[src/rtl/intermit_pkg.sv]
package intermit_pkg;
  localparam int NUM_PADS = 2;

  // bit2: driving pad, bit1: level driven/expected, bit0: release (check) slot
  typedef enum logic [2:0] {
    PH_A_LO  = 3'd0,
    PH_A_CK0 = 3'd1,
    PH_A_HI  = 3'd2,
    PH_A_CK1 = 3'd3,
    PH_B_LO  = 3'd4,
    PH_B_CK0 = 3'd5,
    PH_B_HI  = 3'd6,
    PH_B_CK1 = 3'd7
  } phase_e;

  typedef struct packed {
    logic vld;
    logic pin;
    logic exp;
  } probe_t;
endpackage

[src/rtl/intermit_seq.sv]
module intermit_seq
  import intermit_pkg::*;
(
  input  logic       clk_i,
  input  logic       rst_ni,
  input  logic       en_i,
  output logic [1:0] oe_o,
  output logic       val_o,
  output probe_t     probe_o
);
  phase_e ph_q;
  logic   drv_pin;
  logic   drv_slot;

  always_ff @(posedge clk_i or negedge rst_ni) begin
    if (!rst_ni)   ph_q <= PH_A_LO;
    else if (en_i) ph_q <= phase_e'(ph_q + 3'd1);
  end

  assign drv_pin  = ph_q[2];
  assign drv_slot = ~ph_q[0];

  // pads float during reset and while disabled
  assign oe_o[0] = rst_ni & en_i & drv_slot & ~drv_pin;
  assign oe_o[1] = rst_ni & en_i & drv_slot &  drv_pin;
  assign val_o   = ph_q[1];

  assign probe_o = '{vld: en_i & ph_q[0], pin: drv_pin, exp: ph_q[1]};

  // round wraps back to pad 0 low pulse
  p_wrap_r3: assert property (@(posedge clk_i) disable iff (!rst_ni)
    (ph_q == PH_B_CK1 && en_i) |=> (ph_q == PH_A_LO));

  // a drive pulse never lasts beyond one cycle
  p_pulse_r3: assert property (@(posedge clk_i) disable iff (!rst_ni)
    (oe_o != 2'b00) |=> (oe_o == 2'b00));
endmodule

[src/rtl/intermit_sync.sv]
module intermit_sync #(
  parameter int STAGES = 2
) (
  input  logic clk_i,
  input  logic rst_ni,
  input  logic en_i,
  input  logic d_i,
  output logic q_o
);
  logic [STAGES-1:0] sh_q;

  always_ff @(posedge clk_i or negedge rst_ni) begin
    if (!rst_ni)   sh_q <= '0;
    else if (en_i) sh_q <= {sh_q[STAGES-2:0], d_i};
  end

  assign q_o = sh_q[STAGES-1];
endmodule

[src/rtl/intermit_judge.sv]
module intermit_judge
  import intermit_pkg::*;
#(
  parameter int STAGES = 2
) (
  input  logic       clk_i,
  input  logic       rst_ni,
  input  logic       en_i,
  input  probe_t     probe_i,
  input  logic [1:0] sense_i,
  output logic [1:0] fault_o,
  output logic [1:0] pass_o
);
  probe_t pipe_q [STAGES];
  probe_t due;
  logic   seen;
  logic   hit;
  logic   miss;

  // probe delay matches synchroniser depth
  always_ff @(posedge clk_i or negedge rst_ni) begin
    if (!rst_ni) begin
      for (int i = 0; i < STAGES; i++) pipe_q[i] <= '0;
    end else if (en_i) begin
      pipe_q[0] <= probe_i;
      for (int i = 1; i < STAGES; i++) pipe_q[i] <= pipe_q[i-1];
    end
  end

  assign due  = pipe_q[STAGES-1];
  assign seen = due.pin ? sense_i[0] : sense_i[1];
  assign hit  = en_i & due.vld;
  assign miss = seen ^ due.exp;

  always_comb begin
    fault_o = 2'b00;
    pass_o  = 2'b00;
    if (hit) begin
      fault_o[due.pin] = miss;
      pass_o[due.pin]  = ~miss;
    end
  end

  // one event per result, charged to a single pad
  p_one_pad_r10: assert property (@(posedge clk_i) disable iff (!rst_ni)
    $onehot0({fault_o, pass_o}));
endmodule

[src/rtl/intermit_score.sv]
module intermit_score #(
  parameter int CNT_W = 8
) (
  input  logic             clk_i,
  input  logic             rst_ni,
  input  logic             en_i,
  input  logic             fault_i,
  input  logic             pass_i,
  output logic             sticky_o,
  output logic             live_o,
  output logic [CNT_W-1:0] cnt_o
);
  localparam logic [CNT_W-1:0] CNT_MAX = '1;
  localparam logic [CNT_W-1:0] CNT_ONE = CNT_W'(1);

  always_ff @(posedge clk_i or negedge rst_ni) begin
    if (!rst_ni) begin
      sticky_o <= 1'b0;
      live_o   <= 1'b0;
      cnt_o    <= '0;
    end else if (en_i) begin
      if (fault_i) begin
        sticky_o <= 1'b1;
        live_o   <= 1'b1;
        if (cnt_o != CNT_MAX) cnt_o <= cnt_o + CNT_ONE;
      end else if (pass_i) begin
        live_o <= 1'b0;
      end
    end
  end

  p_sticky_r7: assert property (@(posedge clk_i) disable iff (!rst_ni)
    sticky_o |=> sticky_o);

  p_no_overflow_r9: assert property (@(posedge clk_i) disable iff (!rst_ni)
    (cnt_o == CNT_MAX) |=> (cnt_o == CNT_MAX));

  p_step_r9: assert property (@(posedge clk_i) disable iff (!rst_ni)
    (cnt_o != $past(cnt_o)) |-> (cnt_o == $past(cnt_o) + CNT_ONE));

  p_hold_r2: assert property (@(posedge clk_i) disable iff (!rst_ni)
    !en_i |=> ($stable(cnt_o) && $stable(live_o) && $stable(sticky_o)));

  p_live_sticky_r8: assert property (@(posedge clk_i) disable iff (!rst_ni)
    live_o |-> sticky_o);
endmodule

[src/rtl/intermit_mon.sv]
module intermit_mon
  import intermit_pkg::*;
#(
  parameter int CNT_W       = 8,
  parameter int SYNC_STAGES = 2
) (
  input  logic             clk_i,
  input  logic             rst_ni,
  input  logic             en_i,
  output logic             tp0_o,
  output logic             tp0_oe_o,
  input  logic             tp0_i,
  output logic             tp1_o,
  output logic             tp1_oe_o,
  input  logic             tp1_i,
  output logic [1:0]       sticky_o,
  output logic [1:0]       live_o,
  output logic [CNT_W-1:0] cnt0_o,
  output logic [CNT_W-1:0] cnt1_o
);
  logic [NUM_PADS-1:0] oe;
  logic                val;
  probe_t              probe;
  logic [NUM_PADS-1:0] pad_in;
  logic [NUM_PADS-1:0] pad_sync;
  logic [NUM_PADS-1:0] fault;
  logic [NUM_PADS-1:0] pass;
  logic [CNT_W-1:0]    cnt [NUM_PADS];

  intermit_seq u_seq (
    .clk_i   (clk_i),
    .rst_ni  (rst_ni),
    .en_i    (en_i),
    .oe_o    (oe),
    .val_o   (val),
    .probe_o (probe)
  );

  assign tp0_o    = val;
  assign tp1_o    = val;
  assign tp0_oe_o = oe[0];
  assign tp1_oe_o = oe[1];
  assign pad_in   = {tp1_i, tp0_i};

  for (genvar p = 0; p < NUM_PADS; p++) begin : g_pad
    intermit_sync #(.STAGES(SYNC_STAGES)) u_sync (
      .clk_i  (clk_i),
      .rst_ni (rst_ni),
      .en_i   (en_i),
      .d_i    (pad_in[p]),
      .q_o    (pad_sync[p])
    );

    intermit_score #(.CNT_W(CNT_W)) u_score (
      .clk_i    (clk_i),
      .rst_ni   (rst_ni),
      .en_i     (en_i),
      .fault_i  (fault[p]),
      .pass_i   (pass[p]),
      .sticky_o (sticky_o[p]),
      .live_o   (live_o[p]),
      .cnt_o    (cnt[p])
    );
  end

  intermit_judge #(.STAGES(SYNC_STAGES)) u_judge (
    .clk_i   (clk_i),
    .rst_ni  (rst_ni),
    .en_i    (en_i),
    .probe_i (probe),
    .sense_i (pad_sync),
    .fault_o (fault),
    .pass_o  (pass)
  );

  assign cnt0_o = cnt[0];
  assign cnt1_o = cnt[1];

  // pads never drive together
  p_single_driver_r4: assert property (@(posedge clk_i) disable iff (!rst_ni)
    !(tp0_oe_o && tp1_oe_o));

  // released pads while disabled
  p_float_off_r2: assert property (@(posedge clk_i) disable iff (!rst_ni)
    !en_i |-> (!tp0_oe_o && !tp1_oe_o));
endmodule

[config.mk]
export PLATFORM = sky130hd
export DESIGN_NAME = intermit_mon
export DESIGN_NICKNAME = d
export VERILOG_FILES = /design/src/rtl/intermit_pkg.sv /design/src/rtl/intermit_seq.sv /design/src/rtl/intermit_sync.sv /design/src/rtl/intermit_judge.sv /design/src/rtl/intermit_score.sv /design/src/rtl/intermit_mon.sv
export SDC_FILE = /design/constraint.sdc
export NUM_CORES = 1
export LEC_CHECK = 0
export BUFFER_PORTS_ARGS = -buffer_cell sky130_fd_sc_hd__clkbuf_2
export CORE_ASPECT_RATIO = 1.5
export CORE_UTILIZATION = 45
export CTS_CLUSTER_SIZE = 24
export DETAILED_ROUTE_END_ITERATION = 16
export GPL_ROUTABILITY_DRIVEN = 0
export PLACE_DENSITY = 0.72
export SYNTH_ARGS = -nofsm -noshare
export SYNTH_HDL_FRONTEND = slang
export SYNTH_SLANG_ARGS = --single-unit
[constraint.sdc]
create_clock -name clk_i -period 2 [get_ports clk_i]
set_input_delay 0.1 -clock clk_i [delete_from_list [all_inputs] [get_ports clk_i]]
set_output_delay 0.1 -clock clk_i [all_outputs]
set_load 0.005 [all_outputs]
==> metrics.csv, run 1 <==
stage,metric,value,unit
outcome,outcome,"complete, no violations",
finish,antennaDiodeCount,0,
die,rows,25,
worst_hold_path,hold_depth,2,
timing,setup_violations,0,
timing,maxSlewViolCount,0,
placed_design,dp_hpwl,1850,µm
finish,syn_to_final_growth,15.5,%
setup_path,slowest_delay,0.43,ns
die,die_x,49.7,µm
setup_path,r2r-end,g_pad[0].u_score.cnt_o[1],
setup_path,required,2.16,ns
clock_network,htreeDepth,2,
route,drcViolationCount,0,
setup_path,crit_start,g_pad[0].u_score.cnt_o[0],
timing,worst_slack,0.301,ns
finish,finalNetCount,165,
worst_hold_path,hold_class,primary input to flop,
clock_network,numCtsBuffers,5,
placed_design,port_buffers,28,
clock_network,cts_tree,built,
global_route,grt_max_degree,34,
route,highest_layer,met4,
setup_path,cp_max_fo,5,
finish,layout_common_cells,"dfrtp_1, clkbuf_2, mux2_2",
route,wl,2490,µm
yosys,netlist_area,0.00153,mm²
die,die_h,73.5,µm
setup_path,cp.arrival,1.86,ns
yosys,synthDistinctLibCells,28,
setup_path,crit_chain,ha_1 -> and3_1 -> a211oi_2 -> mux2_2,
timing,max_freq,0.588,GHz
setup_path,crit_path_end_kind,flop,
timing,final.min_clock_period,1.70,ns
timing,rsz0062_at_grt,no,
setup_path,start_kind,flop,
setup_path,crit_type,flop to flop,
global_route,antenna_found_initial,0,
route,dr.pass1.iters,4,
setup_path,reg2reg_from,g_pad[0].u_score.cnt_o[0],
clock_network,clockBufferDepth,2,
timing,fin_crit_sh,85.0,%
route,vias,1021,
route,vias_per_cell,5.16,
placed_design,dpl_worst_slack,0.314,ns
yosys,ys_seq_area_share,53.9,%
route,wl_met2,1360,µm
global_route,grt_util_all_layers,15.8,%
power_and_ir_drop,combPwrFrac,27.3,%
timing,skew,0.00385,ns
finish,fin_util,55.5,%
power_and_ir_drop,power.leakage,0.829,nW
clock_network,cts.reportedPaths.clkPinSlew,0.06,ns
route,drt_iter0_markers,9,
yosys,synth_seq_cells,33,
clock_network,cts_resized,0,
worst_hold_path,min_to,g_pad[0].u_sync.sh_q[0],
die,ios,29,
setup_path,reg2regPathDepth,4,
finish,drive_above_1_share,37.3,%
timing,worst_slew_pin_slew,0.410,ns
timing,fin_tns_setup,0,ns
global_route,grt_pass1_wl,4220,µm
global_route,grt_pass1_vias,1015,
setup_path,r2r_setup_slack,0.30,ns
power_and_ir_drop,powerDensity,1230,mW/mm²
die,coreArea,0.00319,mm²
yosys,ys_warn_count,0,
die,start_util,48.0,%
yosys,syn_nets,135,
route,wl_per_cell,12.6,µm
die,dieArea,0.00365,mm²
power_and_ir_drop,p_int,1.47,mW
clock_network,clock_sinks,33,
power_and_ir_drop,ir_drop,0.939,mV
route,dr_wl_met3,70,µm
power_and_ir_drop,switchingPower,0.710,mW
timing,relSlewSlack,72.7,%
timing,finalHoldViolCount,0,
yosys,syn_inst,127,
power_and_ir_drop,swShare,32.5,%
yosys,syn-mean-instance-area,12.1,µm²
setup_path,critPathSlowestCell,dfrtp_1,
global_route,grt_remaining_overflow,0,
finish,final_common_cell,dfrtp_1,
power_and_ir_drop,pwr-share-clk,21.2,%
power_and_ir_drop,p_seq_share,51.5,%
route,ant_nets,0,
route,wl_met1,982,µm
run,cap_viol_max_count,0,
worst_hold_path,hold_start,tp0_i,
clock_network,clk_latency,0.28,ns
clock_network,cts_root_buf,clkbuf_8,
[flip-flops by register name (all words and copies together) (netlist names)]
register,count
g_pad.u_score.live_o,2
g_pad.u_score.cnt_o,16
g_pad.u_sync.sh_q,4
g_pad.u_score.sticky_o,2
u_judge.due,3
u_judge.pipe_q,3
u_seq.ph_q,3
[area by class of cell]
type / count / area (µm²)
clock buffer: 6 / 72.6
clock inverter: 2 / 10.0
fill: 317 / 1420
inverter: 4 / 15.0
multi-input combinational: 82 / 632
sequential: 33 / 826
tap: 40 / 50.0
timing repair buffer: 31 / 165
[critical path: cells and delay by family, from the launching register on]
family / cells / cell delay (ns)
multiplexers: 1 / 0.38
AO/OA/AOI/OAI: 1 / 0.38
AND/OR/NAND/NOR: 1 / 0.16
flip-flops: 1 / 0.43
adder cells (fa/ha/maj): 1 / 0.24
[per-layer routing]
layer  up-vias  GRT usage [%]
met5         -              0
li1        492              -
met4         0           11.7
met2        18           28.1
met1       504           16.3
met3         7           3.11
[synthesized netlist by cell type]
cell / count / area share, %
nor3b_1: 1 / 0.49
and3_1: 3 / 1.2
a211oi_2: 1 / 0.82
nor2_1: 6 / 1.5
dfrtp_1: 33 / 54
mux2i_1: 1 / 0.65
o21ai_0: 2 / 0.65
or2b_1: 1 / 0.49
xor2_1: 6 / 3.4
and4_1: 2 / 1.1
nand4_1: 3 / 1.2
a21oi_1: 1 / 0.33
nor3_1: 3 / 0.98
nor4_4: 1 / 1.4
nand2b_1: 2 / 0.82
xnor2_1: 6 / 3.4
nand2_1: 11 / 2.7
mux2_2: 18 / 13
nand3b_2: 1 / 0.73
inv_1: 4 / 0.98
nand3_1: 7 / 2.3
ha_1: 3 / 2.4
or2_1: 1 / 0.41
buf_4: 6 / 2.9
o211ai_1: 1 / 0.49
or2_2: 1 / 0.41
clkbuf_1: 1 / 0.24
buf_6: 1 / 0.73
[worst max-delay path by stage]
stage                                end  slack (ns)
6_report       g_pad[0].u_score.cnt_o[1]        0.30
5_1_grt        g_pad[0].u_score.cnt_o[1]        0.23
4_1_cts        g_pad[0].u_score.cnt_o[1]        0.30
3_5_place_dp   g_pad[0].u_score.cnt_o[1]        0.31
3_3_place_gp   g_pad[0].u_score.cnt_o[1]        0.41
2_1_floorplan  g_pad[0].u_score.cnt_o[1]        0.41
[cells by family (layout without fill, tap and decap cells)]
| kind of cell | Yosys count | after routing | synth area share, % |
|---|---|---|---|
| flops | 33 | 33 | 53.9 |
| mux | 19 | 19 | 13.9 |
| xor+xnor | 12 | 12 | 6.86 |
| compound gates | 5 | 5 | 2.29 |
| simple gates | 43 | 43 | 15.8 |
| fa+ha+maj | 3 | 3 | 2.45 |
| buf+inv | 12 | 43 | 4.90 |
[through the flow]
step	hold WS, ns	power [mW]	cell area, µm²	instances
finish	0.0530	2.18	1770	198
global route	0.0472	2.36	1770	198
CTS	0.0416	2.22	1770	198
detailed placement	0.171	1.75	1680	189
global placement	0.165	1.71	1680	189
floorplan	-0.196	1.55	1530	127
[power groups by stage]
stage | sequential, mW | clock (mW) | combinational, mW
2_1_floorplan | 1.09 | 0 | 0.455
3_3_place_gp | 1.12 | 0 | 0.597
3_5_place_dp | 1.14 | 0 | 0.609
4_1_cts | 1.13 | 0.483 | 0.614
5_1_grt | 1.17 | 0.509 | 0.683
6_report | 1.12 | 0.463 | 0.597
[timing repair]
action / CTS / global route
setup buffers: 0 / 0
hold endpoints to repair: 33 / 0
setup endpoints to repair: 0 / 0
hold buffers: 1 / 0
No activity file was read; power rests on OpenSTA's default activity.
==> run 2, diff against run 1 <==
- PLACE_DENSITY: 0.72 -> 0.75
- clock period: 2 -> 1.4 ns (I/O delays scaled with it)
==> run 2 against run 1 <==
The flow now finishes with violations (negative setup slack). Fmax rose by 16%. Routed wire length rose by 20%. Non-clock buffer count rose by 22. Sequential power rose by 39%. Register-to-register slack got worse by 0.37 ns. Worst hold slack got worse by 0.042 ns. Sequential cell count did not move. Worst setup slack got worse by 0.37 ns. Critical endpoint unchanged.
==> metrics.csv, run 2 (same netlist as run 1, synthesis figures left out) <==
stage,metric,value,unit,change
finish,syn_to_final_growth,35.8,%,
placed_design,dp_hpwl,2120,µm,+15%
timing,relSlewSlack,73.0,%,+0.31 points
outcome,violations,negative setup slack,,
finish,antennaDiodeCount,0,,unchanged
setup_path,cp_max_fo,4,,-1
timing,final.min_clock_period,1.46,ns,-0.235 ns
route,ant_nets,0,,unchanged
global_route,grt_remaining_overflow,0,,unchanged
timing,worst_slew_pin_slew,0.405,ns,-0.00465 ns
finish,nFillCells,247,,-22%
global_route,grt_pass1_wl,4880,µm,+16%
die,die_x,49.7,µm,unchanged
clock_network,cts.reportedPaths.clkPinSlew,0.07,ns,about the same
die,start_util,48.0,%,unchanged
timing,fin_crit_sh,105,%,+20 points
setup_path,start_kind,flop,,
route,drt_iter0_markers,23,,+14
finish,drive_above_1_share,55.0,%,+18 points
timing,worst_slack,-0.0645,ns,-0.365 ns
power_and_ir_drop,p_seq_share,41.8,%,-9.7 points
die,ios,29,,unchanged
timing,rsz0062_at_grt,yes,,
power_and_ir_drop,switchingPower,1.21,mW,+71%
power_and_ir_drop,swShare,32.5,%,about the same
power_and_ir_drop,p_int,2.52,mW,+71%
route,vias_per_cell,5.05,,-2.0%
setup_path,required,1.58,ns,-0.58 ns
die,dieArea,0.00365,mm²,unchanged
timing,skew,0.00395,ns,+0.000100 ns
power_and_ir_drop,powerDensity,1790,mW/mm²,+46%
placed_design,dpl_worst_slack,-0.0947,ns,-0.409 ns
clock_network,cts_root_buf,clkbuf_8,,
power_and_ir_drop,pwr-share-clk,21.1,%,about the same
global_route,grt_max_degree,34,,unchanged
setup_path,r2r_setup_slack,-0.06,ns,-0.37 ns
clock_network,clk_latency,0.29,ns,about the same
route,dr.pass1.iters,4,,unchanged
die,coreArea,0.00319,mm²,unchanged
clock_network,clock_sinks,33,,unchanged
timing,max_freq,0.683,GHz,+16%
timing,whs,0.0109,ns,-0.0421 ns
route,drcViolationCount,0,,unchanged
clock_network,htreeDepth,2,,unchanged
timing,maxSlewViolCount,0,,unchanged
outcome,outcome,"finished, violations left",,
die,die_h,73.5,µm,unchanged
timing,setup_violations,5,,+5
finish,finalNetCount,187,,+13%
route,wl,2980,µm,+20%
setup_path,crit_type,flop to flop,,
global_route,antenna_found_initial,0,,unchanged
clock_network,numCtsBuffers,5,,unchanged
global_route,grt_pass1_vias,1066,,+5.0%
clock_network,clockBufferDepth,2,,unchanged
finish,reg.largest.list,"g_pad.u_score.cnt_o x16, g_pad.u_sync.sh_q x4",,
finish,final_common_cell,dfrtp_1,,
power_and_ir_drop,combPwrFrac,37.1,%,+9.8 points
die,rows,25,,unchanged
finish,largest_register_ffs,16,,unchanged
run,cap_viol_max_count,0,,unchanged
setup_path,crit_path_end_kind,flop,,
clock_network,cts_tree,built,,
finish,layout_common_cells,"dfrtp_1, clkbuf_2, buf_4",,
power_and_ir_drop,power.leakage,0.970,nW,+17%
power_and_ir_drop,ir_drop,1.11,mV,+18%
global_route,grt_util_all_layers,18.3,%,+2.4 points
power_and_ir_drop,total_power,3.73,mW,+71%
setup_path,cp.arrival,1.64,ns,-0.22 ns
finish,regMostFlops,g_pad.u_score.cnt_o,,
worst_hold_path,hold_class,primary input to flop,,
route,wl_per_cell,13.5,µm,+7.7%
timing,finalHoldViolCount,0,,unchanged
route,vias,1112,,+8.9%
placed_design,port_buffers,28,,unchanged
[run 2: final cells by class]
class	count	area (µm²)	share of cell area (%)
clock buffer	7	96.3	4.63
timing repair buffer	53	334	16.1
multi-input combinational	82	752	36.1
inverter	4	15.0	0.722
clock inverter	1	5.00	0.241
tap	40	50.0	2.41
sequential	33	828	39.8
[run 2: critical path, stage by stage (launching register included)]
cell and delay, ns:
dfrtp_1 0.38, ha_2 0.20, and3_4 0.15, a211oi_4 0.29
mux2_4 0.33
[run 2: layer usage]
metal	part of all wire [%]	GRT usage, %	vias to the layer above
met5	0	0	-
li1	-	-	533
met1	39	20.5	543
met2	54	31.2	29
met3	4.8	5.59	7
met4	2.4	8.89	0
[run 2: power groups by stage]
stage / Clock (mW) / Sequential, mW / Combinational [mW]
3_5_place_dp: 0 / 1.57 / 1.27
2_1_floorplan: 0 / 1.58 / 0.726
4_1_cts: 0.810 / 1.56 / 1.34
3_3_place_gp: 0 / 1.54 / 1.22
5_1_grt: 0.851 / 1.61 / 1.51
6_report: 0.788 / 1.56 / 1.38
[run 2: through the flow]
step	cells	setup TNS, ns	area [µm²]	utilization (%)
2_1_floorplan	127	-0.281	1600	-
3_3_place_gp	208	-0.106	1890	59.2
3_5_place_dp	208	-0.361	1890	59.2
4_1_cts	218	-0.238	2040	64.0
5_1_grt	220	-0.764	2080	65.2
6_report	220	-0.147	2080	65.2
[run 2: what timing repair did]
action	in CTS	in global routing
buffers inserted	1	2
pin swaps	6	3
hold endpoints to repair	33	0
gates resized for setup	8	6
setup endpoints to repair	8	12
hold buffers	1	0
[run 2: worst paths after layout]
kind | startpoint | to | cells past startpoint
max | g_pad[0].u_score.cnt_o[1] | g_pad[0].u_score.cnt_o[1] | 4
min | tp1_i | g_pad[1].u_sync.sh_q[0] | 2
max reg2reg | g_pad[0].u_score.cnt_o[1] | g_pad[0].u_score.cnt_o[1] | 4
min reg2reg | g_pad[0].u_score.sticky_o | g_pad[0].u_score.sticky_o | 1
max in group asynchronous | rst_ni | u_judge.due[0] | 3
min in group asynchronous | rst_ni | u_seq.ph_q[0] | 3
==> run 3, diff against run 2 <==
- CTS_BUF_LIST: unset -> sky130_fd_sc_hd__clkbuf_16
==> run 3 against run 2 <==
The flow still finishes with violations (negative setup slack). Via count is essentially flat. Count of clock-buffer cells in the layout down 2. Sequential power barely moved. Critical path depth unchanged. Global-route usage up 0.66 points. Clock skew is 0.0015 ns lower. Utilization up 1.6 points. Critical endpoint unchanged. Highest routed layer unchanged.
==> metrics.csv, run 3 (same netlist as run 1, synthesis figures left out) <==
stage,metric,value,unit,change
worst_hold_path,hold_class,primary input to flop,,
die,coreArea,0.00319,mm²,unchanged
timing,fin_tns_setup,-0.219,ns,-0.0725 ns
setup_path,slowest_delay,0.38,ns,about the same
global_route,grt_remaining_overflow,0,,unchanged
die,ios,29,,unchanged
run,cap_viol_max_count,0,,unchanged
setup_path,path_delay_family,flip-flops,,
placed_design,placed_cell_area,0.00189,mm²,unchanged
timing,rsz0062_at_grt,yes,,
clock_network,cts_tree,built,,
timing,maxSlewViolCount,0,,unchanged
worst_hold_path,hold_depth,2,,unchanged
global_route,grt_pass1_vias,1095,,+2.7%
setup_path,crit_path_end_kind,flop,,
worst_hold_path,min_to,g_pad[1].u_sync.sh_q[0],,
setup_path,critPathSlowestCell,dfrtp_1,,
outcome,violations,negative setup slack,,
route,wl,3040,µm,+2.1%
setup_path,crit_chain,ha_2 -> and3_4 -> a211oi_4 -> mux2_4,,
power_and_ir_drop,ir_drop,1.30,mV,+17%
timing,relSlewSlack,72.6,%,-0.39 points
clock_network,clk_latency,0.28,ns,about the same
setup_path,crit_buf_inv,0,,unchanged
finish,final_cells,220,,unchanged
route,drt_iter0_markers,25,,+8.7%
worst_hold_path,hold_start,tp1_i,,
finish,regMostFlops,g_pad.u_score.cnt_o,,
placed_design,placed_cells,208,,unchanged
clock_network,clockBufferDepth,2,,unchanged
finish,final_common_cell,dfrtp_1,,
timing,fin_crit_sh,105,%,+0.40 points
route,ant_nets,0,,unchanged
power_and_ir_drop,power.leakage,0.986,nW,+1.7%
setup_path,start_kind,flop,,
timing,skew,0.00242,ns,-0.00152 ns
setup_path,r2r-end,g_pad[0].u_score.cnt_o[1],,
timing,finalHoldViolCount,0,,unchanged
finish,fin_util,66.8,%,+1.6 points
route,vias,1113,,+0.090%
power_and_ir_drop,powerDensity,1860,mW/mm²,+3.7%
setup_path,crit_type,flop to flop,,
finish,finalNetCount,187,,unchanged
setup_path,cp.arrival,1.63,ns,about the same
setup_path,required,1.56,ns,-0.02 ns
global_route,grt_pass1_wl,4950,µm,+1.4%
finish,final_area,0.00213,mm²,+2.5%
timing,worst_slew_pin_slew,0.411,ns,+0.00588 ns
global_route,antenna_found_initial,0,,unchanged
setup_path,r2r_setup_slack,-0.07,ns,about the same
global_route,grt_max_degree,34,,unchanged
finish,layout_common_cells,"dfrtp_1, clkbuf_2, buf_4",,
clock_network,htreeDepth,2,,unchanged
global_route,grt_util_all_layers,18.9,%,+0.66 points
power_and_ir_drop,total_power,3.97,mW,+6.3%
placed_design,dp_hpwl,2120,µm,unchanged
die,die_x,49.7,µm,unchanged
timing,final.min_clock_period,1.47,ns,+0.00557 ns
timing,max_freq,0.680,GHz,-0.38%
setup_path,cp_max_fo,4,,unchanged
die,dieArea,0.00365,mm²,unchanged
die,start_util,48.0,%,unchanged
clock_network,clock_sinks,33,,unchanged
route,drcViolationCount,0,,unchanged
die,die_h,73.5,µm,unchanged
finish,largest_register_ffs,16,,unchanged
finish,drive_above_1_share,55.0,%,unchanged
route,dr.pass1.iters,4,,unchanged
setup_path,crit_start,g_pad[0].u_score.cnt_o[1],,
clock_network,cts_root_buf,clkbuf_16,,
outcome,outcome,"finished, violations left",,
setup_path,reg2regPathDepth,4,,unchanged
finish,antennaDiodeCount,0,,unchanged
timing,worst_slack,-0.0701,ns,-0.00557 ns
die,rows,25,,unchanged
finish,reg.largest.list,"g_pad.u_score.cnt_o x16, g_pad.u_sync.sh_q x4",,
setup_path,reg2reg_from,g_pad[0].u_score.cnt_o[1],,
route,vias_per_cell,5.06,,about the same
finish,syn_to_final_growth,39.1,%,
clock_network,numCtsBuffers,5,,unchanged
placed_design,port_buffers,28,,unchanged
timing,setup_violations,7,,+2
clock_network,cts.reportedPaths.clkPinSlew,0.05,ns,-0.02 ns
route,wl_per_cell,13.8,µm,+2.1%
-- run 3: where the power goes --
| part | internal (mW) | total [mW] | switching [mW] |
|---|---|---|---|
| combinational | 0.788 | 1.39 | 0.603 |
| sequential | 1.29 | 1.56 | 0.275 |
| clock | 0.641 | 1.01 | 0.373 |
-- run 3: final cells by class --
type	instances	area [µm²]
clock buffer	5	125
clock inverter	3	12.5
fill	245	1060
inverter	4	15.0
multi-input combinational	82	767
sequential	33	828
tap	40	50.0
timing repair buffer	53	334
-- run 3: worst max-delay path by stage --
stage / endpoint / slack (ns) / cells past startpoint
3_3_place_gp: g_pad[1].u_score.cnt_o[7] / -0.04 / 4
5_1_grt: g_pad[0].u_score.cnt_o[3] / -0.15 / 5
6_report: g_pad[0].u_score.cnt_o[1] / -0.07 / 4
2_1_floorplan: g_pad[1].u_score.cnt_o[1] / -0.08 / 4
3_5_place_dp: g_pad[1].u_score.cnt_o[7] / -0.09 / 4
4_1_cts: g_pad[0].u_score.cnt_o[1] / -0.07 / 4
-- run 3: per-stage QoR --
stage / hold WS (ns) / setup slack, ns
6_report: 0.0259 / -0.0701
5_1_grt: 0.0283 / -0.150
4_1_cts: 0.0199 / -0.0668
3_5_place_dp: 0.150 / -0.0947
3_3_place_gp: 0.143 / -0.0361
2_1_floorplan: -0.226 / -0.0785
-- run 3: layer usage --
metal / GRT usage [%] / share of wire (%) / up-vias
li1: - / - / 535
met1: 20.0 / 38 / 548
met2: 32.7 / 56 / 25
met3: 6.83 / 4.3 / 5
met4: 9.84 / 2.2 / 0
met5: 0 / 0 / -
-- run 3: repair_timing --
item                                   in CTS  in global routing
resized for setup                           8                  9
buffers inserted                            1                  2
setup endpoints to repair                   8                 11
endpoints found under the hold margin      33                  0
hold buffers                                1                  0
pin swaps                                   7                  7
